File: config.mk
export PLATFORM = sky130hd
export DESIGN_NAME = owrom_ctrl
export DESIGN_NICKNAME = d
export VERILOG_FILES = /design/src/rtl/owrom_pkg.sv /design/src/rtl/owrom_identity.sv /design/src/rtl/owrom_cmd_rx.sv /design/src/rtl/owrom_bit_index.sv /design/src/rtl/owrom_ctrl.sv
export SDC_FILE = /design/constraint.sdc
export NUM_CORES = 1
export LEC_CHECK = 0
export BUFFER_PORTS_ARGS = -buffer_cell sky130_fd_sc_hd__buf_2
export CAP_MARGIN = 20
export CORE_AREA = 2 2 58 60
export CTS_CLUSTER_DIAMETER = 40
export DETAILED_ROUTE_END_ITERATION = 10
export DIE_AREA = 0 0 60 62
export PLACE_DENSITY_LB_ADDON = 0.3
export SYNTH_ARGS = -nofsm -noshare
export SYNTH_HDL_FRONTEND = slang
export SYNTH_SLANG_ARGS = --single-unit
File: constraint.sdc
create_clock -name clk -period 2.1 [get_ports clk]
set_input_delay 0.105 -clock clk [delete_from_list [all_inputs] [get_ports clk]]
set_output_delay 0.105 -clock clk [all_outputs]
set_load 0.005 [all_outputs]
File: src/rtl/owrom_pkg.sv
package owrom_pkg;

  localparam int ID_BITS = 64;
  localparam int IDX_W   = $clog2(ID_BITS);

  localparam logic [7:0] CMD_READ   = 8'h33;
  localparam logic [7:0] CMD_MATCH  = 8'h55;
  localparam logic [7:0] CMD_SEARCH = 8'hF0;
  localparam logic [7:0] CMD_SKIP   = 8'hCC;

  typedef enum logic [2:0] {
    ST_HOLD,    // passive: waiting for a bus reset
    ST_CMD,     // collecting the command byte
    ST_READ,
    ST_MATCH,
    ST_SEARCH,
    ST_SEL      // addressed, function layer owns the bus
  } owrom_state_e;

  typedef enum logic [1:0] {
    PH_BIT,
    PH_INV,
    PH_PICK
  } search_ph_e;

  // CRC-8, polynomial x^8+x^5+x^4+1, reflected form, data taken from bit 0 up
  function automatic logic [7:0] crc8_lsb(input logic [55:0] d);
    logic [7:0] c;
    logic       fb;
    c = 8'h00;
    for (int i = 0; i < 56; i++) begin
      fb = c[0] ^ d[i];
      c  = c >> 1;
      if (fb) c = c ^ 8'h8C;
    end
    return c;
  endfunction

endpackage

File: src/rtl/owrom_identity.sv
module owrom_identity
  import owrom_pkg::*;
#(
  parameter logic [7:0]  FAMILY_CODE = 8'h24,
  parameter logic [47:0] SERIAL_NUM  = 48'h0000_0A5C_3E91
) (
  input  logic [IDX_W-1:0] idx,
  output logic             id_bit
);
  localparam logic [55:0]        BODY    = {SERIAL_NUM, FAMILY_CODE};
  localparam logic [ID_BITS-1:0] ID_WORD = {crc8_lsb(BODY), BODY};

  assign id_bit = ID_WORD[idx];
endmodule

File: src/rtl/owrom_cmd_rx.sv
module owrom_cmd_rx #(
  parameter int CMD_BITS = 8
) (
  input  logic                clk,
  input  logic                rst_n,
  input  logic                clr,
  input  logic                shift_en,
  input  logic                bit_in,
  output logic                done,
  output logic [CMD_BITS-1:0] next_byte
);
  localparam int CW = $clog2(CMD_BITS);

  logic [CMD_BITS-2:0] sh;
  logic [CW-1:0]       cnt;

  assign next_byte = {bit_in, sh};
  assign done      = shift_en && (cnt == CW'(CMD_BITS - 1));

  always_ff @(posedge clk or negedge rst_n) begin
    if (!rst_n) begin
      sh  <= '0;
      cnt <= '0;
    end else if (clr) begin
      sh  <= '0;
      cnt <= '0;
    end else if (shift_en) begin
      sh  <= next_byte[CMD_BITS-1:1];
      cnt <= cnt + 1'b1;
    end
  end
endmodule

File: src/rtl/owrom_bit_index.sv
module owrom_bit_index #(
  parameter int COUNT = 64,
  parameter int W     = $clog2(COUNT)
) (
  input  logic         clk,
  input  logic         rst_n,
  input  logic         clr,
  input  logic         inc,
  output logic [W-1:0] idx,
  output logic         last
);
  assign last = (idx == W'(COUNT - 1));

  always_ff @(posedge clk or negedge rst_n) begin
    if (!rst_n)     idx <= '0;
    else if (clr)   idx <= '0;
    else if (inc)   idx <= last ? '0 : idx + 1'b1;
  end
endmodule

File: src/rtl/owrom_ctrl.sv
module owrom_ctrl
  import owrom_pkg::*;
#(
  parameter logic [7:0]  FAMILY_CODE = 8'h24,
  parameter logic [47:0] SERIAL_NUM  = 48'h0000_0A5C_3E91
) (
  input  logic clk,
  input  logic rst_n,
  input  logic bus_rst,
  input  logic rx_valid,
  input  logic rx_bit,
  input  logic tx_req,
  output logic tx_bit,
  output logic fn_grant
);
  owrom_state_e     st, st_nx;
  search_ph_e       ph, ph_nx;
  logic [IDX_W-1:0] idx;
  logic             idx_last, idx_clr, idx_inc;
  logic             id_bit;
  logic             cmd_shift, cmd_done;
  logic [7:0]       cmd_byte;

  owrom_identity #(.FAMILY_CODE(FAMILY_CODE), .SERIAL_NUM(SERIAL_NUM)) u_id (
    .idx    (idx),
    .id_bit (id_bit)
  );

  owrom_cmd_rx #(.CMD_BITS(8)) u_cmd (
    .clk       (clk),
    .rst_n     (rst_n),
    .clr       (bus_rst),
    .shift_en  (cmd_shift),
    .bit_in    (rx_bit),
    .done      (cmd_done),
    .next_byte (cmd_byte)
  );

  owrom_bit_index #(.COUNT(ID_BITS), .W(IDX_W)) u_idx (
    .clk   (clk),
    .rst_n (rst_n),
    .clr   (idx_clr),
    .inc   (idx_inc),
    .idx   (idx),
    .last  (idx_last)
  );

  always_comb begin
    st_nx     = st;
    ph_nx     = ph;
    idx_clr   = 1'b0;
    idx_inc   = 1'b0;
    cmd_shift = 1'b0;
    tx_bit    = 1'b1;
    if (bus_rst) begin
      st_nx   = ST_CMD;
      ph_nx   = PH_BIT;
      idx_clr = 1'b1;
    end else begin
      unique case (st)
        ST_CMD: if (rx_valid) begin
          cmd_shift = 1'b1;
          if (cmd_done) begin
            idx_clr = 1'b1;
            ph_nx   = PH_BIT;
            case (cmd_byte)
              CMD_READ:   st_nx = ST_READ;
              CMD_MATCH:  st_nx = ST_MATCH;
              CMD_SEARCH: st_nx = ST_SEARCH;
              CMD_SKIP:   st_nx = ST_SEL;
              default:    st_nx = ST_HOLD;
            endcase
          end
        end
        ST_READ: if (tx_req) begin
          tx_bit  = id_bit;
          idx_inc = 1'b1;
          if (idx_last) st_nx = ST_SEL;
        end
        ST_MATCH: if (rx_valid) begin
          if (rx_bit != id_bit) st_nx = ST_HOLD;
          else begin
            idx_inc = 1'b1;
            if (idx_last) st_nx = ST_SEL;
          end
        end
        ST_SEARCH: begin
          unique case (ph)
            PH_BIT: if (tx_req) begin
              tx_bit = id_bit;
              ph_nx  = PH_INV;
            end
            PH_INV: if (tx_req) begin
              tx_bit = ~id_bit;
              ph_nx  = PH_PICK;
            end
            PH_PICK: if (rx_valid) begin
              if (rx_bit != id_bit) st_nx = ST_HOLD;
              else begin
                ph_nx   = PH_BIT;
                idx_inc = 1'b1;
                if (idx_last) st_nx = ST_SEL;
              end
            end
            default: ph_nx = PH_BIT;
          endcase
        end
        default: ;  // ST_HOLD, ST_SEL: inputs ignored, bus released
      endcase
    end
  end

  always_ff @(posedge clk or negedge rst_n) begin
    if (!rst_n) begin
      st <= ST_HOLD;
      ph <= PH_BIT;
    end else begin
      st <= st_nx;
      ph <= ph_nx;
    end
  end

  assign fn_grant = (st == ST_SEL);

  // input contract of the bit engine
  input_excl_chk: assert property (@(posedge clk) disable iff (!rst_n)
    !(rx_valid && tx_req));


  reset_drops_grant_chk: assert property (@(posedge clk) disable iff (!rst_n)
    bus_rst |=> !fn_grant);


  grant_sticky_chk: assert property (@(posedge clk) disable iff (!rst_n)
    (fn_grant && !bus_rst) |=> fn_grant);


  tx_idle_release_chk: assert property (@(posedge clk) disable iff (!rst_n)
    !tx_req |-> tx_bit);


  hold_release_chk: assert property (@(posedge clk) disable iff (!rst_n)
    (st == ST_HOLD) |-> tx_bit);


  grant_cause_chk: assert property (@(posedge clk) disable iff (!rst_n)
    $rose(fn_grant) |-> $past(rx_valid || tx_req));
endmodule

==> out/metrics.cfg, run 1 <==
[critical_path]
rr_endpoint = u_idx.idx[2]
arrival_ns = 2.40
r2r_start = u_idx.idx[0]
reg2reg_setup_slack_ns = -0.05
path_max_fanout = 5
critPathLaunchType = flip-flop
endpoint_kind = flip-flop
reg2reg_depth = 9
critical_path_class = reg2reg
cp.required_ns = 2.35

[grt]
grt_pass1_vias = 1501
grt_start_max_net_pins = 22
overflow = 0
grt_pass1_wl_um = 6640
antenna_found_initial = 0
track_usage = 0.230

[cts]
clk_path_buf_depth = 2
clkLatencyLatePin_ns = 0.31
clk_pin_slew_ns = 0.13
htree_levels = 1
cts_buffers = 3
cts_tree = done
cts_root_buf = clkbuf_4
clock-sinks = 21

[hold_path]
hold_end = u_cmd.sh[6]
hold_class = in2reg
hold_start = rx_bit
holdPathStages = 3

[sta]
fmax_ghz = 0.465
skew_ns = 0.00808
max-slew-margin-rel = 0.666
grt_setup_unrepaired = true
setup_viol = 7
tightest_slew_ns = 0.494
slew_viol_final = 0
hold_slack_ns = 0.136
final_critical_path_setup_slack_ns = -0.0497
fin_crit_ns = 2.15
finalCritPeriodShare = 1.02
hold_viol_final = 0

[die]
coreArea_mm2 = 0.00318
io-pin-count = 8
initial_core_util = 0.510
rows = 21
die_area_mm2 = 0.00372
die_x_um = 60
die_h_um = 62

[status]
violations = setup timing
status = complete, but fails checks

[drt]
drt_pass1_iterations = 4
viasPerCell = 5.94
avgRoutedWirePerCell_um = 14.8
ant_nets = 0
remaining_drc_errors = 0
drt_iter0_drc = 134
vias = 1611
routed_wl_um = 4020

[layout]
fin_cells = 271
multi_input_area_mm2 = 0.00114
n_fill_cell = 275
post-route-util = 0.643
nets = 239
final_common_cell = nand2_1
area.growth.synth_to_final_pct = 26.2
antenna_cells = 0
final_cell_mix = 34 x nand2_1, 25 x buf_4, 20 x dfrtp_1
final_area_mm2 = 0.00204
seqCellArea_um2 = 527
drive_gt1_frac = 0.298

[logic_synthesis]
async_flop_share = 1.00
ys_warn_count = 0
synthDistinctLibCells = 53
ys.flop_type = dfrtp_1
ys_seq_area_frac = 0.324
synth-edff-count = 0
syn_area_mm2 = 0.00162
syn_area_per_cell_um2 = 8.31
synth-seq-cells = 21
syn_nets = 208
syn_inst = 195

[power]
intPower_mw = 0.525
power_leakage_nw = 0.870
clkPwrFrac = 0.276
swShare = 0.285
p_comb_frac = 0.154
power.net_switching_mw = 0.209
power_frac_seq = 0.571
power-per-cell-area_mw_per_mm2 = 359
ir_drop_v = 0.000342

[place]
portBuffers = 7
gp_congestion = 0.973
dpl_cell_area_mm2 = 0.00183
dp_cells = 259
dp_hpwl_um = 2910

[job]
cap_viol_max_count = 0

-- sequential cells by signal, indices dropped and copies added (netlist names) --
name	flops
u_idx.idx	6
st	3
ph	2
u_cmd.cnt	3
u_cmd.sh	7
-- kinds of logic after synthesis --
kind of cell	Yosys count	synth area share
xor+xnor	1	0.00541
mux	6	0.0409
compound gates	60	0.253
flops	21	0.324
buf+inv	17	0.0448
fa+ha+maj	7	0.0541
simple gates	83	0.277
-- worst max-delay path by stage --
stage                 start      endpoint  slack, ns  cells past startpoint
6_report       u_idx.idx[0]  u_idx.idx[2]      -0.05                      9
4_1_cts        u_idx.idx[0]        tx_bit      -0.02                     11
2_1_floorplan  u_idx.idx[1]  u_idx.idx[2]     -0.006                      8
5_1_grt        u_idx.idx[1]  u_idx.idx[5]      -0.17                      9
3_5_place_dp   u_idx.idx[0]         ph[1]      -0.05                      9
3_3_place_gp   u_idx.idx[2]  u_idx.idx[2]      -0.03                      6
-- area by class of cell --
class,instances,share of cell area
multi-input cells,157,0.560
well taps,46,0.0282
flip-flops and latches,21,0.258
inverters,8,0.0159
clock inverters,1,0.00245
clock buffers,3,0.0110
repair buffers,35,0.125
-- through the flow --
stage / TNS (ns) / setup slack (ns) / power (mW)
after floorplan: -0.00612 / -0.00612 / 0.487
after global placement: -0.0645 / -0.0325 / 0.522
after detailed placement: -0.175 / -0.0529 / 0.526
after CTS: -0.0266 / -0.0227 / 0.732
after global routing: -1.20 / -0.173 / 0.774
final: -0.213 / -0.0497 / 0.734
-- layer usage --
layer  vias to the layer above  part of all wire  track usage
met5                         -                 0            0
met4                         0             0.012       0.0762
met3                         6             0.042       0.0228
met2                        50              0.49        0.393
met1                       776              0.45        0.306
li1                        779                 -            -
-- cell usage after synthesis (all sizes together) (3+ instances only) --
library cell  number  area share
o21ai             11       0.034
a21oi             19       0.059
nor2b              3       0.012
dfrtp             21        0.32
inv                8       0.019
nor3b              3       0.017
mux2i              4       0.025
ha                 7       0.054
clkbuf             7       0.016
nand2             35       0.081
nor4bb             7       0.043
and2               3       0.012
nor3               5       0.015
nor2              13       0.030
o211ai             7       0.036
nand3              5       0.015
-- timing repair --
item	in CTS	in global routing
pin swaps	9	10
setup endpoints to repair	11	11
resized for setup	18	10
endpoints found under the hold margin	21	0
hold buffers	1	0
setup buffers	5	2
-- power groups by stage --
| stage | Sequential [mW] | Combinational [mW] | Clock, mW |
|---|---|---|---|
| 2_1_floorplan | 0.423 | 0.0633 | 0 |
| 3_3_place_gp | 0.425 | 0.0966 | 0 |
| 3_5_place_dp | 0.426 | 0.101 | 0 |
| 4_1_cts | 0.418 | 0.104 | 0.210 |
| 5_1_grt | 0.420 | 0.125 | 0.229 |
| 6_report | 0.419 | 0.113 | 0.202 |
-- worst max-delay path, cell delays in order (launching register included) --
cell and delay (ns):
dfrtp_2 0.45, inv_4 0.10, ha_4 0.21, and2_4 0.13, o211ai_1 0.16, o311a_1 0.23
buf_4 0.14, mux2_4 0.34, o21ai_4 0.14, mux2i_1 0.19
Power figures use the tool's default switching activity.
==> inputs of run 2 (changes only) <==
--- a/config.mk
+++ b/config.mk
@@ -7,10 +7,10 @@
 export LEC_CHECK = 0
 export BUFFER_PORTS_ARGS = -buffer_cell sky130_fd_sc_hd__buf_2
 export CAP_MARGIN = 20
-export CORE_AREA = 2 2 58 60
+export CORE_AREA = 2 2 59 61
 export CTS_CLUSTER_DIAMETER = 40
 export DETAILED_ROUTE_END_ITERATION = 10
-export DIE_AREA = 0 0 60 62
+export DIE_AREA = 0 0 61 63
 export PLACE_DENSITY_LB_ADDON = 0.3
 export SYNTH_ARGS = -nofsm -noshare
 export SYNTH_HDL_FRONTEND = slang
==> run 2 against run 1 <==
  * The run still ends with setup timing left
  * Sequential share of layout area increased by 0.70 points
  * Global-route usage decreased by 0.37 points
  * Cell area decreased by 2.6%
  * Hold slack got worse by 0.019 ns
  * Combinational power about the same
  * Count of clock-buffer cells in the layout increased by 1
  * Sequential power about the same
  * Routed wire length increased by 1.2%
==> out/metrics.cfg, run 2 (synthesis results as in run 1) <==
[layout]
drive_gt1_frac = 0.274  ; -0.0242
fin_cells = 269  ; -0.74%
final_cell_mix = 34 x nand2_1, 22 x buf_4, 20 x dfrtp_1
final_common_cell = nand2_1
area.growth.synth_to_final_pct = 22.9
post-route-util = 0.616  ; -0.0271
antenna_cells = 0  ; unchanged
nets = 237  ; -0.84%
top_regs = u_cmd.sh: 7 flops, u_idx.idx: 6 flops
final_area_mm2 = 0.00199  ; -2.6%
n_fill_cell = 289  ; +5.1%
top_register = u_cmd.sh
largest_reg_flops = 7  ; unchanged

[drt]
drt_iter0_drc = 121  ; -9.7%
remaining_drc_errors = 0  ; unchanged
ant_nets = 0  ; unchanged
drt_pass1_iterations = 4  ; unchanged
viasPerCell = 5.87  ; -1.3%
vias = 1578  ; -2.0%
avgRoutedWirePerCell_um = 15.1  ; +1.9%
routed_wl_um = 4060  ; +1.2%

[sta]
final.setup.tns_ns = -0.164  ; +0.0490 ns
tightest_slew_ns = 0.479  ; -0.0145 ns
hold_slack_ns = 0.117  ; -0.0191 ns
max-slew-margin-rel = 0.680  ; +0.0142
fin_crit_ns = 2.14  ; -0.00591 ns
finalCritPeriodShare = 1.02  ; -0.00281
skew_ns = 0.00686  ; -0.00122 ns
setup_viol = 6  ; -1
slew_viol_final = 0  ; unchanged
final_critical_path_setup_slack_ns = -0.0438  ; +0.00591 ns
grt_setup_unrepaired = true
hold_viol_final = 0  ; unchanged
fmax_ghz = 0.466  ; +0.28%

[cts]
clk_pin_slew_ns = 0.12  ; about the same
clk_path_buf_depth = 2  ; unchanged
clock-sinks = 21  ; unchanged
htree_levels = 1  ; unchanged
cts_buffers = 3  ; unchanged
clkLatencyLatePin_ns = 0.30  ; about the same
cts_tree = done
cts_root_buf = clkbuf_4

[critical_path]
r2r_start = u_idx.idx[0]
cp.required_ns = 2.33  ; -0.02 ns
critPathLaunchType = flip-flop
arrival_ns = 2.37  ; -0.03 ns
rr_endpoint = st[1]
endpoint_kind = flip-flop
reg2reg_depth = 9  ; unchanged
path_max_fanout = 3  ; -2
reg2reg_setup_slack_ns = -0.04  ; about the same
crit_start = u_idx.idx[0]
critical_path_class = reg2reg

[grt]
grt.busiest_layer = met2
antenna_found_initial = 0  ; unchanged
use_met2 = 0.388  ; -0.00442
met1_usage = 0.307  ; +0.00116
overflow = 0  ; unchanged
gr-usage-met3 = 0.0186  ; -0.00414
grt_start_max_net_pins = 22  ; unchanged
grt_pass1_wl_um = 6830  ; +2.8%
track_usage = 0.226  ; -0.00366
grt_pass1_vias = 1540  ; +2.6%

[place]
dp_hpwl_um = 2970  ; +2.0%
gp_congestion = 0.994  ; +2.1%
portBuffers = 7  ; unchanged
place_ws_ns = 0.000566  ; +0.0534 ns
dpl_cell_area_mm2 = 0.00186  ; +1.2%
dp_cells = 262  ; +1.2%

[power]
power_leakage_nw = 0.836  ; -3.9%
ir_drop_v = 0.000293  ; -14%
power.total_mw = 0.727  ; -0.99%
power-per-cell-area_mw_per_mm2 = 365  ; +1.7%

[die]
coreArea_mm2 = 0.00323  ; +1.7%
initial_core_util = 0.501  ; -0.00829
rows = 21  ; unchanged
die_x_um = 61  ; +1.7%
die_h_um = 63  ; +1.6%
die_area_mm2 = 0.00384  ; +3.3%
io-pin-count = 8  ; unchanged

[job]
cap_viol_max_count = 0  ; unchanged

[hold_path]
hold_start = rx_bit
holdPathStages = 3  ; unchanged
hold_end = u_cmd.sh[6]
hold_class = in2reg

[status]
status = complete, but fails checks
violations = setup timing

[run 2: final cells by class]
type | count | area, um^2 | share of cell area
Tap cell | 46 | 57.6 | 0.0289
Inverter | 8 | 32.5 | 0.0163
Clock buffer | 4 | 26.3 | 0.0132
Timing Repair Buffer | 33 | 244 | 0.123
Multi-Input combinational cell | 157 | 1100 | 0.554
Sequential cell | 21 | 527 | 0.265
[run 2: worst max-delay path by stage]
| stage | to | slack [ns] | cells after the start |
|---|---|---|---|
| after detailed placement | u_idx.idx[3] | 0.0006 | 7 |
| after floorplan | u_idx.idx[2] | -0.006 | 8 |
| final | st[1] | -0.04 | 9 |
| after global routing | u_idx.idx[2] | -0.18 | 9 |
| after global placement | u_idx.idx[3] | 0.02 | 7 |
| after CTS | tx_bit | -0.01 | 10 |
[run 2: critical path, stage by stage (launching register included)]
cell and delay, ns:
dfrtp_2 0.44, inv_4 0.07, ha_1 0.13, nor2b_1 0.13, a211oi_1 0.07, o311a_1 0.35
buf_6 0.14, or3_1 0.36, a31o_2 0.28, o211ai_1 0.09
[run 2: power by group]
part | internal [mW] | switching (mW) | total, mW
clock | 0.0739 | 0.125 | 0.199
combinational | 0.0379 | 0.0720 | 0.110
sequential | 0.412 | 0.00602 | 0.418
total | 0.524 | 0.203 | 0.727
[run 2: per-layer routing]
layer / vias up / part of all wire
met5: - / 0
met4: 0 / 0.016
met3: 6 / 0.026
met2: 29 / 0.50
met1: 769 / 0.46
li1: 774 / -
[run 2: what timing repair did]
action                                  4_1_cts  5_1_grt
hold endpoints to repair                     21        0
endpoints found under the setup margin        6       11
resized for setup                             5       16
setup buffers                                 2        0
hold buffers                                  1        0
pin swaps                                     5       13
